<file path="config.mk">
export PLATFORM = sky130hd
export DESIGN_NAME = rxs_status_top
export DESIGN_NICKNAME = d
export VERILOG_FILES = /design/src/rtl/rxs_pkg.sv /design/src/rtl/rxs_accept.sv /design/src/rtl/rxs_tag_fifo.sv /design/src/rtl/rxs_err_count.sv /design/src/rtl/rxs_status_top.sv
export SDC_FILE = /design/constraint.sdc
export NUM_CORES = 1
export LEC_CHECK = 0
export BUFFER_PORTS_ARGS = -buffer_cell sky130_fd_sc_hd__buf_2
export CAP_MARGIN = 20
export CELL_PAD_IN_SITES_DETAIL_PLACEMENT = 1
export CELL_PAD_IN_SITES_GLOBAL_PLACEMENT = 2
export CORE_UTILIZATION = 37
export DETAILED_ROUTE_END_ITERATION = 8
export PLACE_DENSITY_LB_ADDON = 0.1
export SYNTH_ARGS = -nofsm -noshare
export SYNTH_HDL_FRONTEND = slang
export SYNTH_SLANG_ARGS = --single-unit
export TNS_END_PERCENT = 5
</file>
<file path="constraint.sdc">
create_clock -name clk -period 2.5 [get_ports clk]
set_clock_uncertainty 0.2 [all_clocks]
set_input_delay 0.5 -clock clk [delete_from_list [all_inputs] [get_ports clk]]
set_output_delay 0.5 -clock clk [all_outputs]
set_load 0.005 [all_outputs]
</file>
<file path="src/rtl/rxs_pkg.sv">
package rxs_pkg;
  typedef struct packed {
    logic brk;
    logic ferr;
    logic perr;
  } rxs_tag_t;

  localparam int TAG_W = $bits(rxs_tag_t);
endpackage

</file>
<file path="src/rtl/rxs_accept.sv">
module rxs_accept #(
  parameter int DATA_W = 8
) (
  input  logic                 clk,
  input  logic                 rst_n,
  input  logic                 char_valid,
  input  logic [DATA_W-1:0]    char_data,
  input  logic                 char_perr,
  input  logic                 char_ferr,
  input  logic                 char_brk,
  input  logic                 rx_line,
  input  logic                 full,
  output logic                 push_en,
  output logic [DATA_W-1:0]    push_data,
  output rxs_pkg::rxs_tag_t    push_tag,
  output logic                 drop,
  output logic                 brk_hold
);
  logic brk_hold_nxt;
  logic accept;

  // a character counts only when no break is still pending
  assign accept = char_valid && !brk_hold;

  always_comb begin
    brk_hold_nxt = brk_hold;
    if (brk_hold && rx_line)
      brk_hold_nxt = 1'b0;
    else if (accept && char_brk)
      brk_hold_nxt = 1'b1;
  end

  always_ff @(posedge clk or negedge rst_n) begin
    if (!rst_n)
      brk_hold <= 1'b0;
    else
      brk_hold <= brk_hold_nxt;
  end

  always_comb begin
    push_en   = accept && !full;
    drop      = accept && full;
    push_data = char_brk ? '0 : char_data;
    push_tag.brk  = char_brk;
    push_tag.ferr = char_ferr || char_brk;
    push_tag.perr = char_perr && !char_brk;
  end
endmodule

</file>
<file path="src/rtl/rxs_tag_fifo.sv">
module rxs_tag_fifo #(
  parameter int DEPTH = 16
) (
  input  logic                 clk,
  input  logic                 rst_n,
  input  logic                 push,
  input  rxs_pkg::rxs_tag_t    push_tag,
  input  logic                 pop,
  output rxs_pkg::rxs_tag_t    head_tag,
  output logic                 pop_ok,
  output logic                 full,
  output logic [$clog2(DEPTH+1)-1:0] occ
);
  localparam int PTR_W = (DEPTH > 1) ? $clog2(DEPTH) : 1;
  localparam int CNT_W = $clog2(DEPTH+1);
  localparam logic [PTR_W-1:0] LAST = PTR_W'(DEPTH - 1);
  localparam logic [CNT_W-1:0] FULL_CNT = CNT_W'(DEPTH);

  rxs_pkg::rxs_tag_t slot [DEPTH];
  logic [PTR_W-1:0] wptr, wptr_nxt, rptr, rptr_nxt;
  logic [CNT_W-1:0] occ_nxt;
  logic empty;

  assign empty  = (occ == '0);
  assign full   = (occ == FULL_CNT);
  assign pop_ok = pop && !empty;

  always_comb begin
    wptr_nxt = wptr;
    rptr_nxt = rptr;
    occ_nxt  = occ;
    if (push)
      wptr_nxt = (wptr == LAST) ? '0 : wptr + 1'b1;
    if (pop_ok)
      rptr_nxt = (rptr == LAST) ? '0 : rptr + 1'b1;
    if (push && !pop_ok)
      occ_nxt = occ + 1'b1;
    else if (!push && pop_ok)
      occ_nxt = occ - 1'b1;
  end

  always_ff @(posedge clk or negedge rst_n) begin
    if (!rst_n) begin
      wptr <= '0;
      rptr <= '0;
      occ  <= '0;
    end else begin
      wptr <= wptr_nxt;
      rptr <= rptr_nxt;
      occ  <= occ_nxt;
    end
  end

  for (genvar g = 0; g < DEPTH; g++) begin : g_slot
    logic we;
    assign we = push && (wptr == PTR_W'(g));
    always_ff @(posedge clk) begin
      if (we)
        slot[g] <= push_tag;
    end
  end

  assign head_tag = empty ? '0 : slot[rptr];
endmodule

</file>
<file path="src/rtl/rxs_err_count.sv">
module rxs_err_count #(
  parameter int DEPTH = 16
) (
  input  logic clk,
  input  logic rst_n,
  input  logic tagged_in,
  input  logic tagged_out,
  output logic any_err
);
  localparam int CNT_W = $clog2(DEPTH+1);

  logic [CNT_W-1:0] err_cnt, err_cnt_nxt;

  always_comb begin
    err_cnt_nxt = err_cnt;
    if (tagged_in && !tagged_out)
      err_cnt_nxt = err_cnt + 1'b1;
    else if (!tagged_in && tagged_out)
      err_cnt_nxt = err_cnt - 1'b1;
  end

  always_ff @(posedge clk or negedge rst_n) begin
    if (!rst_n)
      err_cnt <= '0;
    else
      err_cnt <= err_cnt_nxt;
  end

  assign any_err = (err_cnt != '0);
endmodule

</file>
<file path="src/rtl/rxs_status_top.sv">
module rxs_status_top #(
  parameter int DATA_W = 8,
  parameter int DEPTH  = 16
) (
  input  logic              clk,
  input  logic              rst_n,
  input  logic              char_valid,
  input  logic [DATA_W-1:0] char_data,
  input  logic              char_perr,
  input  logic              char_ferr,
  input  logic              char_brk,
  input  logic              rx_line,
  input  logic              pop,
  input  logic              status_rd,
  input  logic              irq_en,
  output logic              push_en,
  output logic [DATA_W-1:0] push_data,
  output logic              data_ready,
  output logic              overrun,
  output logic              head_perr,
  output logic              head_ferr,
  output logic              head_brk,
  output logic              fifo_err,
  output logic              ls_irq
);
  localparam int CNT_W = $clog2(DEPTH+1);

  logic rst_meta_n, rst_sync_n;
  always_ff @(posedge clk or negedge rst_n) begin
    if (!rst_n) begin
      rst_meta_n <= 1'b0;
      rst_sync_n <= 1'b0;
    end else begin
      rst_meta_n <= 1'b1;
      rst_sync_n <= rst_meta_n;
    end
  end

  rxs_pkg::rxs_tag_t push_tag, head_tag;
  logic drop, brk_hold, full, pop_ok, overrun_nxt;
  logic [CNT_W-1:0] occ;

  rxs_accept #(.DATA_W(DATA_W)) accept_i (
    .clk(clk), .rst_n(rst_sync_n),
    .char_valid(char_valid), .char_data(char_data),
    .char_perr(char_perr), .char_ferr(char_ferr), .char_brk(char_brk),
    .rx_line(rx_line), .full(full),
    .push_en(push_en), .push_data(push_data), .push_tag(push_tag),
    .drop(drop), .brk_hold(brk_hold)
  );

  rxs_tag_fifo #(.DEPTH(DEPTH)) tags_i (
    .clk(clk), .rst_n(rst_sync_n),
    .push(push_en), .push_tag(push_tag), .pop(pop),
    .head_tag(head_tag), .pop_ok(pop_ok), .full(full), .occ(occ)
  );

  rxs_err_count #(.DEPTH(DEPTH)) errs_i (
    .clk(clk), .rst_n(rst_sync_n),
    .tagged_in(push_en && (|push_tag)),
    .tagged_out(pop_ok && (|head_tag)),
    .any_err(fifo_err)
  );

  // a fresh overrun outranks the clearing read
  always_comb begin
    overrun_nxt = overrun;
    if (drop)
      overrun_nxt = 1'b1;
    else if (status_rd)
      overrun_nxt = 1'b0;
  end

  always_ff @(posedge clk or negedge rst_sync_n) begin
    if (!rst_sync_n)
      overrun <= 1'b0;
    else
      overrun <= overrun_nxt;
  end

  assign data_ready = (occ != '0);
  assign head_perr  = head_tag.perr;
  assign head_ferr  = head_tag.ferr;
  assign head_brk   = head_tag.brk;
  assign ls_irq     = irq_en && (overrun || (|head_tag));
endmodule

</file>
# Word level (Yosys, flattened, before mapping)
# Memories as Yosys holds them, arrays and structs flattened.
# Index checks and enable logic that the tools add are counted.
[op_classes]
n_reduce_logical = 65
addsub = 6
eq_ne = 17
mux = 89
[ops]
columns = ["operator", "count"]
rows = [
  ["$mux W4", 17],
  ["$mux W1", 51],
  ["$reduce_or A3 Y1", 17],
  ["$mux W3", 16],
  ["$eq A4 B4 Y1 const B", 9],
  ["$logic_and A1 B1 Y1", 30],
  ["$mux W5", 4],
  ["$eq A4 B3 Y1 const B", 4],
  ["$add A5 B1 Y5 const B", 2],
  ["$reduce_bool A5 Y1", 2],
  ["$sub A5 B1 Y5 const B", 2],
  ["$add A4 B1 Y4 const B", 2],
  ["$eq A4 B2 Y1 const B", 2],
  ["$logic_not A1 Y1", 8],
  ["$mux W8", 1],
  ["$reduce_bool A2 Y1", 4],
  ["$eq A5 B5 Y1 const B", 1],
  ["$logic_not A5 Y1", 1],
  ["$eq A4 B1 Y1 const B", 1],
  ["$logic_not A4 Y1", 1],
  ["$logic_or A1 B1 Y1", 2],
]
[totals]
ramBits = 48
ff_bits = 22
word_cells = 186
n_memories = 1
output_inout_bits = 16
inputBits = 18
[mem_list]
columns = ["memory", "words", "width", "read_ports", "rd_clocked_by_memory_dff", "write_ports", "line", "rtl"]
rows = [
  ["tags_i.slot", 16, 3, 1, 0, 1, "rxs_tag_fifo.sv:19", "rxs_pkg::rxs_tag_t slot [DEPTH];"],
]

# Longest topological paths before layout
# Gate-level depths: netlist of the first run.
[depth]
word_depth = 22
ltp_mapped = 15
ltp_nobuf = 14

# Modules after synthesis
# Synthesis of the first run repeated with hierarchy kept, for this count alone.
[hier_totals]
hier_cells = 265
area_unflattened_um2 = 3490.8
[modules_own_cells]
columns = ["module", "area_per_inst_um2", "n_inst", "cells_per_inst", "seq_area_each_um2"]
rows = [
  ["rxs_tag_fifo", 2817.7, 1, 194, 1766.7],
  ["rxs_err_count", 404.1, 1, 42, 125.1],
  ["rxs_accept", 136.4, 1, 17, 25.0],
  ["rxs_status_top", 132.6, 1, 12, 75.1],
]

# Least setup slack after synthesis of the first run
# No wires, ideal clock.
[synth_timing]
kind = "reg-to-reg"
from = "register tags_i.rptr[1]"
to = "register errs_i.err_cnt[4]"
period_less_slack_ns = 3.415
arrival_ns = 3.135
n_path_buf = 1
stages_incl_launch_ff = 15
setup_slack_ns = -0.915
setup_time_ns = 0.079
t_required_ns = 2.221
cell_sequence = "dfrtp_1 buf_6 mux4_1 mux2_2 nor3_2 a31oi_1 o21ai_0 ha_1 inv_1 ha_1 nor2b_1 o21a_1 or3_1 a21oi_1 xor2_1"
[synth_between]
elab_chain_cells = 7
elab_cells_between_ends = 9
classes_between = "mux (2); reduce/logical (6); memory (1)"
[synth_rtl]
columns = ["element", "line", "rtl"]
rows = [
  ["start, declared", "rxs_tag_fifo.sv:20", "logic [PTR_W-1:0] wptr, wptr_nxt, rptr, rptr_nxt;"],
  ["start signal, assigned", "rxs_tag_fifo.sv:49", "rptr <= rptr_nxt;"],
  ["$mem_v2 Z16 W3 *", "-", ""],
  ["$mux W3 *", "rxs_tag_fifo.sv:63", "assign head_tag = empty ? '0 : slot[rptr];"],
  ["$reduce_or A3 Y1 *", "rxs_status_top.sv:61", ".tagged_out(pop_ok && (|head_tag)),"],
  ["$logic_and A1 B1 Y1 *", "rxs_status_top.sv:61", ""],
  ["$logic_not A1 Y1", "rxs_err_count.sv:16", "if (tagged_in && !tagged_out)"],
  ["$logic_and A1 B1 Y1", "rxs_err_count.sv:16", ""],
  ["$mux W5 / $reduce_bool A2 Y1 (equally long branches)", "-", ""],
  ["end signal, assigned", "rxs_err_count.sv:26", "err_cnt <= err_cnt_nxt;"],
  ["end, declared", "rxs_err_count.sv:12", "logic [CNT_W-1:0] err_cnt, err_cnt_nxt;"],
]
# Every way passes the cells marked *; elsewhere a longest branch is shown, timed or not.
# A chain may end at the register's enable or synchronous reset.

# Final worst setup path of the first run
# Same ends and word-level chain as after synthesis.

==> impl_metrics.env, run 1 <==
export IMPL_vdd_ir_drop_max_mv=0.333
export IMPL_status="finished with violations"
export IMPL_crit_type="reg2reg"
export IMPL_crit_reg2reg_capture="errs_i.err_cnt[4]$_DFFE_PN0P_"
export IMPL_max_cap_viol_count=0
export IMPL_vias_per_cell=5.06
export IMPL_fmax_ghz=0.298
export IMPL_routed_via_count=2192
export IMPL_core_um2=8720
export IMPL_finalWorstPathRequiredPeriod_ns=3.36
export IMPL_post_route_cells_drive_above_1_share_pct=40.0
export IMPL_clockBufferDepth=2
export IMPL_async_flop_share_pct=31.4
export IMPL_post_cts_setup_buffers=0
export IMPL_grt_max_degree=27
export IMPL_cts_max_level=3
export IMPL_power_share_sequential_pct=34.7
export IMPL_synth_edff_count=48
export IMPL_wire_per_inst_um=17.6
export IMPL_cts_sinks=70
export IMPL_number_of_different_library_cells_in_the_post_synthesis_netlist=43
export IMPL_timing_final_crit_share_pct=134
export IMPL_power_density_nw_per_um2=1140
export IMPL_gp_congestion=0.737
export IMPL_grt_overflow_total=0
export IMPL_r2r_start="tags_i.rptr[1]$_DFFE_PN0P_"
export IMPL_hold_class="reg2async"
export IMPL_drt_pass1_iter_count=4
export IMPL_final_antenna_net_count=0
export IMPL_post_synth_top_area_cell="sky130_fd_sc_hd__edfxtp_1"
export IMPL_synth_cell_area_um2=3330
export IMPL_synthDominantCellAreaShare_pct=43.2
export IMPL_nNetsFinal=353
export IMPL_die_y_um=96.9
export IMPL_pwr_share_clk_pct=19.1
export IMPL_warning_count_from_the_yosys_run=0
export IMPL_slew_violations=0
export IMPL_setup_repair_after_global_routing_missed_its_margin="true"
export IMPL_grtUsageMet2_pct=28.7
export IMPL_synth_seq_cells=70
export IMPL_syn_inst=242
export IMPL_clk_insertion_delay_late_ns=0.34
export IMPL_drc_errors=0
export IMPL_intPower_mw=3.11
export IMPL_required_ns=2.58
export IMPL_start_util_pct=38.2
export IMPL_die_width_um=96.9
export IMPL_worst_setup_path_start_kind="flip-flop"
export IMPL_ys_seq_area_share_pct=59.7
export IMPL_cts_buf_count=9
export IMPL_clkTransAtPathRegs_ns=0.09
export IMPL_drt_total_wl_um=7610
export IMPL_wire_length_of_the_first_global_routing_pass_um=12800
export IMPL_timing_critical_path_to_type="flip-flop"
export IMPL_initial_antenna_violation_count=0
export IMPL_reg2reg_slack_ns=-0.86
export IMPL_use_met1_pct=24.9
export IMPL_cts_tree="built"
export IMPL_fp_row_count=34
export IMPL_mostFrequentLayoutCells="sky130_fd_sc_hd__edfxtp_1, sky130_fd_sc_hd__buf_4, sky130_fd_sc_hd__buf_2"
export IMPL_mean_cell_area_of_the_mapped_netlist_um2=13.8
export IMPL_worst_ep_arrival_time_ns=3.44
export IMPL_final_common_cell="sky130_fd_sc_hd__edfxtp_1"
export IMPL_setup_slack_ns=-0.861
export IMPL_detail_route_iter0_violations=84
export IMPL_worst_r2r_cell_count=13
export IMPL_io_pins=34
export IMPL_met3_usage_pct=2.60
export IMPL_hpwl_dp_um=5700
export IMPL_cts_root_buf="sky130_fd_sc_hd__clkbuf_8"
export IMPL_grt_most_used_layer="met2"
export IMPL_synth_area_top_cells="sky130_fd_sc_hd__edfxtp_1, sky130_fd_sc_hd__dfrtp_1, sky130_fd_sc_hd__mux4_1, sky130_fd_sc_hd__ha_1, sky130_fd_sc_hd__and2_1"
export IMPL_total_design_power_mw=4.82
export IMPL_synth_top_flop_cell="sky130_fd_sc_hd__edfxtp_1"
export IMPL_grt_pass1_vias=2353
export IMPL_power_switching_mw=1.71
export IMPL_total_die_area_um2=9400
export IMPL_antenna_cells_inserted=0
export IMPL_failing_checks="setup timing"
export IMPL_comb_power_share_pct=46.2
export IMPL_cellLeakagePower_nw=1.70
export IMPL_critical_path_startpoint="tags_i.rptr[1]$_DFFE_PN0P_"
export IMPL_gr_usage_all_layers_pct=17.9
export IMPL_hold_violations=0
export IMPL_crit_fanout=7
export IMPL_synth_net_count=275
export IMPL_port_buffers=33
export IMPL_pre_cts_ws_ns=-1.09
export IMPL_flow_area_growth_from_synthesis_pct=27.1
export IMPL_power_switching_fraction_pct=35.6
export IMPL_final_setup_viol_count=10
## cells in the mapped netlist, types with 3 or more instances
| library cell | number |
|---|---|
| sky130_fd_sc_hd__and2_1 | 14 |
| sky130_fd_sc_hd__mux4_1 | 7 |
| sky130_fd_sc_hd__edfxtp_1 | 48 |
| sky130_fd_sc_hd__and4_1 | 3 |
| sky130_fd_sc_hd__o21a_1 | 3 |
| sky130_fd_sc_hd__mux4_2 | 3 |
| sky130_fd_sc_hd__ha_1 | 13 |
| sky130_fd_sc_hd__mux2i_1 | 7 |
| sky130_fd_sc_hd__nor2_1 | 4 |
| sky130_fd_sc_hd__a21oi_1 | 6 |
| sky130_fd_sc_hd__nand2_1 | 18 |
| sky130_fd_sc_hd__xor2_1 | 6 |
| sky130_fd_sc_hd__xnor2_1 | 4 |
| sky130_fd_sc_hd__nand3_1 | 4 |
| sky130_fd_sc_hd__nor2b_1 | 12 |
| sky130_fd_sc_hd__mux2_2 | 3 |
| sky130_fd_sc_hd__clkbuf_1 | 5 |
| sky130_fd_sc_hd__dfrtp_1 | 22 |
| sky130_fd_sc_hd__o21ai_0 | 15 |
| sky130_fd_sc_hd__inv_1 | 12 |
## timing repair
item | CTS | global route
gates resized for setup | 34 | 6
endpoints found under the setup margin | 19 | 13
endpoints found under the hold margin | 2 | 0
hold buffers | 1 | 0
pin swaps | 16 | 2
## state kept, by name, indices dropped and copies added (netlist names)
register	count
accept_i.brk_hold	1
rst_meta_n	1
tags_i.wptr	4
tags_i.occ	5
overrun	1
tags_i.rptr	4
errs_i.err_cnt	5
rst_sync_n	1
tags_i.slot	48
## how the worst max path moves through the flow
stage | end | slack [ns]
6_report | errs_i.err_cnt[4]$_DFFE_PN0P_ | -0.86
5_1_grt | errs_i.err_cnt[4]$_DFFE_PN0P_ | -0.98
4_1_cts | errs_i.err_cnt[4]$_DFFE_PN0P_ | -0.90
3_5_place_dp | errs_i.err_cnt[4]$_DFFE_PN0P_ | -1.09
3_3_place_gp | errs_i.err_cnt[4]$_DFFE_PN0P_ | -0.97
2_1_floorplan | errs_i.err_cnt[4]$_DFFE_PN0P_ | -0.73
## metrics by stage
step | setup TNS [ns] | hold WS (ns) | area, um^2 | utilization [%] | cells
6_report | -4.08 | 0.0270 | 4240 | 48.6 | 433
5_1_grt | -5.54 | 0.0922 | 4240 | 48.6 | 433
4_1_cts | -4.71 | 0.0407 | 4210 | 48.2 | 432
3_5_place_dp | -5.60 | 0.0395 | 3910 | 44.8 | 415
3_3_place_gp | -4.61 | 0.0319 | 3910 | 44.8 | 415
2_1_floorplan | -2.36 | 0.00441 | 3350 | - | 242
## logic make-up after synthesis
kind of cell,share of synthesized area (%)
AOI/OAI and AO/OA,6.83
adders and majority gates,6.08
and+or+nand+nor,11.0
xor gates and xnor gates,2.63
DFF,59.7
muxes,10.7
buffers and inverters,3.00
other,0.112
## per-layer routing
layer	vias up	part of all wire, %
met5	-	0
met4	0	1.1
met3	7	3.6
met2	50	48
met1	1095	47
li1	1040	-
## final cells by class
type                            instances  area [um^2]
Inverter                               14         57.6
Tap cell                              108          135
Fill cell                             902         4480
Clock buffer                            9          124
Sequential cell                        70         1990
Multi-Input combinational cell        149         1360
Clock inverter                          7         72.6
Timing Repair Buffer                   76          498
## critical path: stages, from the launching register on
cell and delay (ns):
sky130_fd_sc_hd__dfrtp_2 0.49, sky130_fd_sc_hd__mux4_2 0.54, sky130_fd_sc_hd__mux2_4 0.29, sky130_fd_sc_hd__nor3_4 0.19
sky130_fd_sc_hd__a31oi_1 0.07, sky130_fd_sc_hd__o21ai_2 0.20, sky130_fd_sc_hd__ha_4 0.17, sky130_fd_sc_hd__inv_2 0.05
sky130_fd_sc_hd__ha_4 0.21, sky130_fd_sc_hd__nor2b_1 0.12, sky130_fd_sc_hd__o21a_1 0.18, sky130_fd_sc_hd__or3_1 0.32
sky130_fd_sc_hd__a21oi_2 0.14, sky130_fd_sc_hd__xor2_1 0.14
## power groups by stage
stage	registers (mW)	clock network [mW]	logic, mW
after CTS	1.68	0.942	2.22
after global routing	1.72	0.991	2.48
after global placement	1.67	0	1.95
after detailed placement	1.68	0	2.03
after floorplan	1.61	0	1.25
final	1.67	0.918	2.23
(Power assumes the default switching activity.)
==> run 2: changes to the inputs <==
PLACE_DENSITY = 0.72   (was default)
PLACE_DENSITY_LB_ADDON = default   (was 0.1)
==> impl_metrics.env, run 2 (synthesis gave the netlist of run 1 again) <==
export IMPL_hpwl_dp_um=5500
export IMPL_vias_per_cell=5.00
export IMPL_finalWorstPathRequiredPeriod_ns=3.38
export IMPL_crit_slowest_cell="sky130_fd_sc_hd__mux4_2"
export IMPL_detail_route_iter0_violations=85
export IMPL_io_pins=34
export IMPL_setup_repair_after_global_routing_missed_its_margin="true"
export IMPL_start_util_pct=38.2
export IMPL_timing_final_crit_share_pct=135
export IMPL_max_cap_viol_count=0
export IMPL_worst_setup_path_start_kind="flip-flop"
export IMPL_slowest_delay_ns=0.53
export IMPL_power_density_nw_per_um2=1110
export IMPL_cts_sinks=70
export IMPL_total_die_area_um2=9400
export IMPL_routed_via_count=2187
export IMPL_core_um2=8720
export IMPL_total_design_power_mw=4.66
export IMPL_grt_max_degree=27
export IMPL_cellLeakagePower_nw=1.72
export IMPL_antenna_cells_inserted=0
export IMPL_critical_path_n_buffers_inverters=1
export IMPL_status="finished with violations"
export IMPL_die_y_um=96.9
export IMPL_final_common_cell="sky130_fd_sc_hd__edfxtp_1"
export IMPL_final_hold_worst_slack_ns=0.0332
export IMPL_drc_errors=0
export IMPL_drt_pass1_iter_count=4
export IMPL_reg2reg_slack_ns=-0.88
export IMPL_hold_class="reg2async"
export IMPL_final_antenna_net_count=0
export IMPL_fp_row_count=34
export IMPL_clk_insertion_delay_late_ns=0.34
export IMPL_layout_top_registers="tags_i.slot (48), errs_i.err_cnt (5), tags_i.occ (5)"
export IMPL_fmax_ghz=0.296
export IMPL_pre_cts_ws_ns=-1.05
export IMPL_failing_checks="setup timing"
export IMPL_timing_setup_tns_ns=-4.84
export IMPL_worst_r2r_cell_count=13
export IMPL_wire_length_of_the_first_global_routing_pass_um=12000
export IMPL_post_route_cells_drive_above_1_share_pct=38.3
export IMPL_die_width_um=96.9
export IMPL_r2r_start="tags_i.rptr[1]$_DFFE_PN0P_"
export IMPL_gr_usage_all_layers_pct=16.8
export IMPL_required_ns=2.57
export IMPL_vdd_ir_drop_max_mv=0.337
export IMPL_cts_buf_count=9
export IMPL_crit_fanout=6
export IMPL_crit_reg2reg_capture="errs_i.err_cnt[4]$_DFFE_PN0P_"
export IMPL_final_setup_viol_count=11
export IMPL_clockBufferDepth=2
export IMPL_clkTransAtPathRegs_ns=0.08
export IMPL_slew_violations=0
export IMPL_drt_total_wl_um=7260
export IMPL_gp_congestion=0.778
export IMPL_worst_ep_arrival_time_ns=3.45
export IMPL_cts_root_buf="sky130_fd_sc_hd__clkbuf_8"
export IMPL_initial_antenna_violation_count=0
export IMPL_reg_with_most_ffs="tags_i.slot"
export IMPL_setup_slack_ns=-0.878
export IMPL_max_reg_flops=48
export IMPL_hold_violations=0
export IMPL_mostFrequentLayoutCells="sky130_fd_sc_hd__edfxtp_1, sky130_fd_sc_hd__buf_4, sky130_fd_sc_hd__buf_2"
export IMPL_worst_path_top_cell_family_by_delay="multiplexers"
export IMPL_wire_per_inst_um=16.6
export IMPL_cts_max_level=3
export IMPL_timing_critical_path_cells="mux4_2, mux2_4, nor3_4, a31oi_1, o21ai_1, ha_2, inv_2, ha_4, nor2b_1, o21a_1, or3_1, a21oi_2, xor2_1"
export IMPL_nNetsFinal=357
export IMPL_port_buffers=33
export IMPL_grt_overflow_total=0
export IMPL_grt_pass1_vias=2397
export IMPL_crit_type="reg2reg"
export IMPL_flow_area_growth_from_synthesis_pct=26.2
export IMPL_timing_critical_path_to_type="flip-flop"
export IMPL_cts_tree="built"
==> run 2: cell count changes in the layout (fill, tap and decap cells not counted), sizes merged <==
cell,previous run,this run
buf,75,79
bufinv,1,0
clkinv,6,5
clkinvlp,1,0
inv,13,16
==> run 2: per-stage QoR <==
stage	instances	cell area (um^2)	util (%)
6_report	437	4210	48.2
5_1_grt	437	4210	48.2
4_1_cts	435	4170	47.8
3_5_place_dp	417	3930	45.0
3_3_place_gp	417	3930	45.0
2_1_floorplan	242	3350	-
==> run 2: worst max path at each step <==
stage | startpoint | to | slack (ns) | depth (start not counted)
final | tags_i.rptr[1]$_DFFE_PN0P_ | errs_i.err_cnt[4]$_DFFE_PN0P_ | -0.88 | 13
after global routing | tags_i.rptr[1]$_DFFE_PN0P_ | errs_i.err_cnt[4]$_DFFE_PN0P_ | -1.09 | 13
after global placement | tags_i.rptr[1]$_DFFE_PN0P_ | errs_i.err_cnt[4]$_DFFE_PN0P_ | -0.87 | 13
after floorplan | tags_i.rptr[1]$_DFFE_PN0P_ | errs_i.err_cnt[4]$_DFFE_PN0P_ | -0.73 | 14
after detailed placement | tags_i.rptr[1]$_DFFE_PN0P_ | errs_i.err_cnt[4]$_DFFE_PN0P_ | -1.05 | 13
after CTS | tags_i.rptr[1]$_DFFE_PN0P_ | errs_i.err_cnt[4]$_DFFE_PN0P_ | -0.90 | 13
==> run 2: power by group <==
group	switching, mW	internal, mW
logic	0.996	1.18
registers	0.212	1.45
clock network	0.454	0.370
==> run 2: layer usage <==
layer	up-vias	wire length (um)	part of all wire, %	track usage, %
li1	1052	-	-	-
met1	1076	3290	45	21.2
met2	50	3610	50	28.4
met3	9	243	3.3	2.75
met4	0	117	1.6	7.23
met5	-	0	0	0
==> run 2: cell type report <==
class / count / area (um^2)
inverters: 14 / 57.6
clock inverters: 7 / 53.8
flip-flops and latches: 70 / 1990
well taps: 108 / 135
repair buffers: 80 / 532
fillers: 922 / 4510
clock buffers: 9 / 124
multi-input cells: 149 / 1310
==> run 2: worst reg2reg max path: stages, from the launching register on <==
cell and delay [ns]:
sky130_fd_sc_hd__dfrtp_2 0.48, sky130_fd_sc_hd__mux4_2 0.54, sky130_fd_sc_hd__mux2_4 0.31, sky130_fd_sc_hd__nor3_4 0.20, sky130_fd_sc_hd__a31oi_1 0.06, sky130_fd_sc_hd__o21ai_1 0.15, sky130_fd_sc_hd__ha_2 0.21, sky130_fd_sc_hd__inv_2 0.06
sky130_fd_sc_hd__ha_4 0.21, sky130_fd_sc_hd__nor2b_1 0.12, sky130_fd_sc_hd__o21a_1 0.18, sky130_fd_sc_hd__or3_1 0.32, sky130_fd_sc_hd__a21oi_2 0.14, sky130_fd_sc_hd__xor2_1 0.14
==> run 2: repair_timing <==
item                       in CTS  in global routing
hold buffers                    1                  0
pin swaps                       8                  2
setup buffers                   1                  1
gates resized for setup        21                  9
setup endpoints to repair      14                 13
hold endpoints to repair        2                  0
==> run 3: changes to the inputs <==
SYNTH_HIERARCHICAL = 1   (was default)
==> impl_metrics.env, run 3 <==
export IMPL_drc_errors=0
export IMPL_max_cap_viol_count=0
export IMPL_max_reg_flops=48
export IMPL_fmax_ghz=0.312
export IMPL_post_synth_top_area_cell="sky130_fd_sc_hd__edfxtp_1"
export IMPL_power_density_nw_per_um2=1180
export IMPL_io_pins=34
export IMPL_routed_via_count=2375
export IMPL_warning_count_from_the_yosys_run=6
export IMPL_hpwl_dp_um=6370
export IMPL_grt_pass1_vias=2543
export IMPL_post_layout_nonfiller_instances=460
export IMPL_reg_with_most_ffs="tags_i/slot"
export IMPL_cts_sinks=70
export IMPL_setup_repair_after_global_routing_missed_its_margin="true"
export IMPL_dpl_cell_area_um2=4130
export IMPL_slew_violations=0
export IMPL_clkTransAtPathRegs_ns=0.09
export IMPL_port_buffers=33
export IMPL_timing_final_crit_share_pct=128
export IMPL_crit_fanout=6
export IMPL_wire_per_inst_um=18.0
export IMPL_mostFrequentLayoutCells="sky130_fd_sc_hd__edfxtp_1, sky130_fd_sc_hd__buf_4, sky130_fd_sc_hd__buf_2"
export IMPL_final_antenna_net_count=0
export IMPL_synthDominantCellAreaShare_pct=41.3
export IMPL_grt_overflow_total=0
export IMPL_synth_edff_count=48
export IMPL_vdd_ir_drop_max_mv=0.377
export IMPL_vias_per_cell=5.16
export IMPL_drt_pass1_iter_count=4
export IMPL_crit_type="reg2reg"
export IMPL_num_fill_cells=965
export IMPL_start_util_pct=38.0
export IMPL_cts_root_buf="sky130_fd_sc_hd__clkbuf_8"
export IMPL_antenna_cells_inserted=0
export IMPL_design_area_um2=4440
export IMPL_cellLeakagePower_nw=1.76
export IMPL_cts_buf_count=9
export IMPL_setup_slack_ns=-0.707
export IMPL_grt_max_degree=21
export IMPL_worst_r2r_cell_count=12
export IMPL_total_die_area_um2=9830
export IMPL_clk_insertion_delay_late_ns=0.35
export IMPL_status="finished with violations"
export IMPL_detail_route_iter0_violations=75
export IMPL_timing_critical_path_to_type="flip-flop"
export IMPL_post_synth_top_count_cell="sky130_fd_sc_hd__edfxtp_1"
export IMPL_synth_seq_cells=70
export IMPL_timing_setup_tns_ns=-4.91
export IMPL_total_design_power_mw=5.24
export IMPL_cts_max_level=3
export IMPL_final_setup_viol_count=13
export IMPL_gr_usage_all_layers_pct=18.5
export IMPL_wire_length_of_the_first_global_routing_pass_um=13400
export IMPL_die_width_um=99.1
export IMPL_worst_setup_path_start_kind="flip-flop"
export IMPL_finalWorstPathRequiredPeriod_ns=3.21
export IMPL_required_ns=2.53
export IMPL_failing_checks="setup timing"
export IMPL_synth_cells_most_frequent="sky130_fd_sc_hd__edfxtp_1, sky130_fd_sc_hd__dfrtp_1, sky130_fd_sc_hd__nand2_1, sky130_fd_sc_hd__inv_1"
export IMPL_async_flop_share_pct=31.4
export IMPL_dp_cells=442
export IMPL_fp_row_count=35
export IMPL_cts_tree="built"
export IMPL_post_route_cells_drive_above_1_share_pct=40.4
export IMPL_gp_congestion=0.827
export IMPL_synth_top_flop_cell="sky130_fd_sc_hd__edfxtp_1"
export IMPL_syn_inst=265
export IMPL_number_of_different_library_cells_in_the_post_synthesis_netlist=53
export IMPL_layout_top_registers="tags_i/slot (48), errs_i/err_cnt (5), tags_i/occ (5)"
export IMPL_synth_cell_area_um2=3490
export IMPL_reg2reg_slack_ns=-0.71
export IMPL_ys_seq_area_share_pct=57.1
export IMPL_synth_net_count=299
export IMPL_die_y_um=99.1
export IMPL_initial_antenna_violation_count=0
export IMPL_layout_core_utilization_pct=48.3
export IMPL_pre_cts_ws_ns=-0.813
export IMPL_drt_total_wl_um=8300
export IMPL_clockBufferDepth=2
export IMPL_synth_area_top_cells="sky130_fd_sc_hd__edfxtp_1, sky130_fd_sc_hd__dfrtp_1, sky130_fd_sc_hd__ha_1, sky130_fd_sc_hd__mux4_2, sky130_fd_sc_hd__nor2b_1"
export IMPL_nNetsFinal=378
export IMPL_final_hold_worst_slack_ns=0.0181
export IMPL_core_um2=9200
export IMPL_worst_ep_arrival_time_ns=3.24
export IMPL_flow_area_growth_from_synthesis_pct=27.3
export IMPL_final_common_cell="sky130_fd_sc_hd__edfxtp_1"
export IMPL_hold_violations=0
export IMPL_mean_cell_area_of_the_mapped_netlist_um2=13.2
export IMPL_hold_class="reg2async"
[run 3: cell types whose count changed in the layout (fill, tap and decap cells not counted), sizes merged, moves of 4 or more]
cell / change
nor2: +7
a211oi: +5
clkinv: -5
nor3: +5
o21ai: -5
nand3: +4
xor2: -4
[run 3: area by class of cell]
cell class	instances	area (um^2)	area share [%]
clock buffer	9	124	2.79
clock inverter	7	103	2.31
inverter	15	61.3	1.38
multi-input combinational	168	1490	33.5
sequential	70	1990	44.9
tap	111	139	3.13
timing repair buffer	80	534	12.0
[run 3: layer usage]
layer	vias to the layer above	global-route usage, %	share of wire (%)
li1	1141	-	-
met1	1165	24.7	47
met2	55	30.3	48
met3	14	2.88	3.3
met4	0	8.03	1.9
met5	-	0	0
[run 3: worst max-delay path, cell delays in order (launching register included)]
cell and delay (ns):
sky130_fd_sc_hd__dfrtp_1 0.38, sky130_fd_sc_hd__or4_4 0.57, sky130_fd_sc_hd__nor2_4 0.14, sky130_fd_sc_hd__a311oi_1 0.08, sky130_fd_sc_hd__a22o_1 0.28, sky130_fd_sc_hd__o31a_1 0.26
sky130_fd_sc_hd__inv_2 0.07, sky130_fd_sc_hd__ha_4 0.15, sky130_fd_sc_hd__inv_6 0.05, sky130_fd_sc_hd__ha_4 0.25, sky130_fd_sc_hd__or4_4 0.43, sky130_fd_sc_hd__o211ai_2 0.11
sky130_fd_sc_hd__o211ai_2 0.09
[run 3: cell families after synthesis]
family,Yosys count,share of synthesized area (%)
simple gates,83,13.0
flops,70,57.1
compound gates,43,9.36
buf+inv,27,3.73
mux,17,8.53
fa+ha+maj,16,6.16
xor+xnor,8,2.01
other cells,1,0.107
[run 3: what timing repair did]
action / in CTS / in global routing
setup buffers: 1 / 0
cloned: 0 / 0
gates resized for setup: 13 / 12
pin swaps: 6 / 1
hold endpoints to repair: 2 / 0
hold buffers: 1 / 0
setup endpoints to repair: 46 / 38
[run 3: final timing paths]
path | start | end
setup / recovery | tags_i/occ[1]$_DFFE_PN0P_ | errs_i/err_cnt[4]$_DFFE_PN0P_
hold / removal | rst_sync_n$_DFF_PN0_ | errs_i/err_cnt[0]$_DFFE_PN0P_
setup reg to reg | tags_i/occ[1]$_DFFE_PN0P_ | errs_i/err_cnt[4]$_DFFE_PN0P_
hold reg to reg | rst_sync_n$_DFF_PN0_ | errs_i/err_cnt[0]$_DFFE_PN0P_
max in group asynchronous | rst_n | rst_meta_n$_DFF_PN0_
min in group clk | rx_line | accept_i/brk_hold$_DFFE_PN0P_
[run 3: power breakdown]
group	total (mW)	switching (mW)	internal [mW]
Sequential	1.70	0.250	1.45
Clock	1.05	0.471	0.576
Combinational	2.49	1.16	1.34
Total	5.24	1.88	3.36
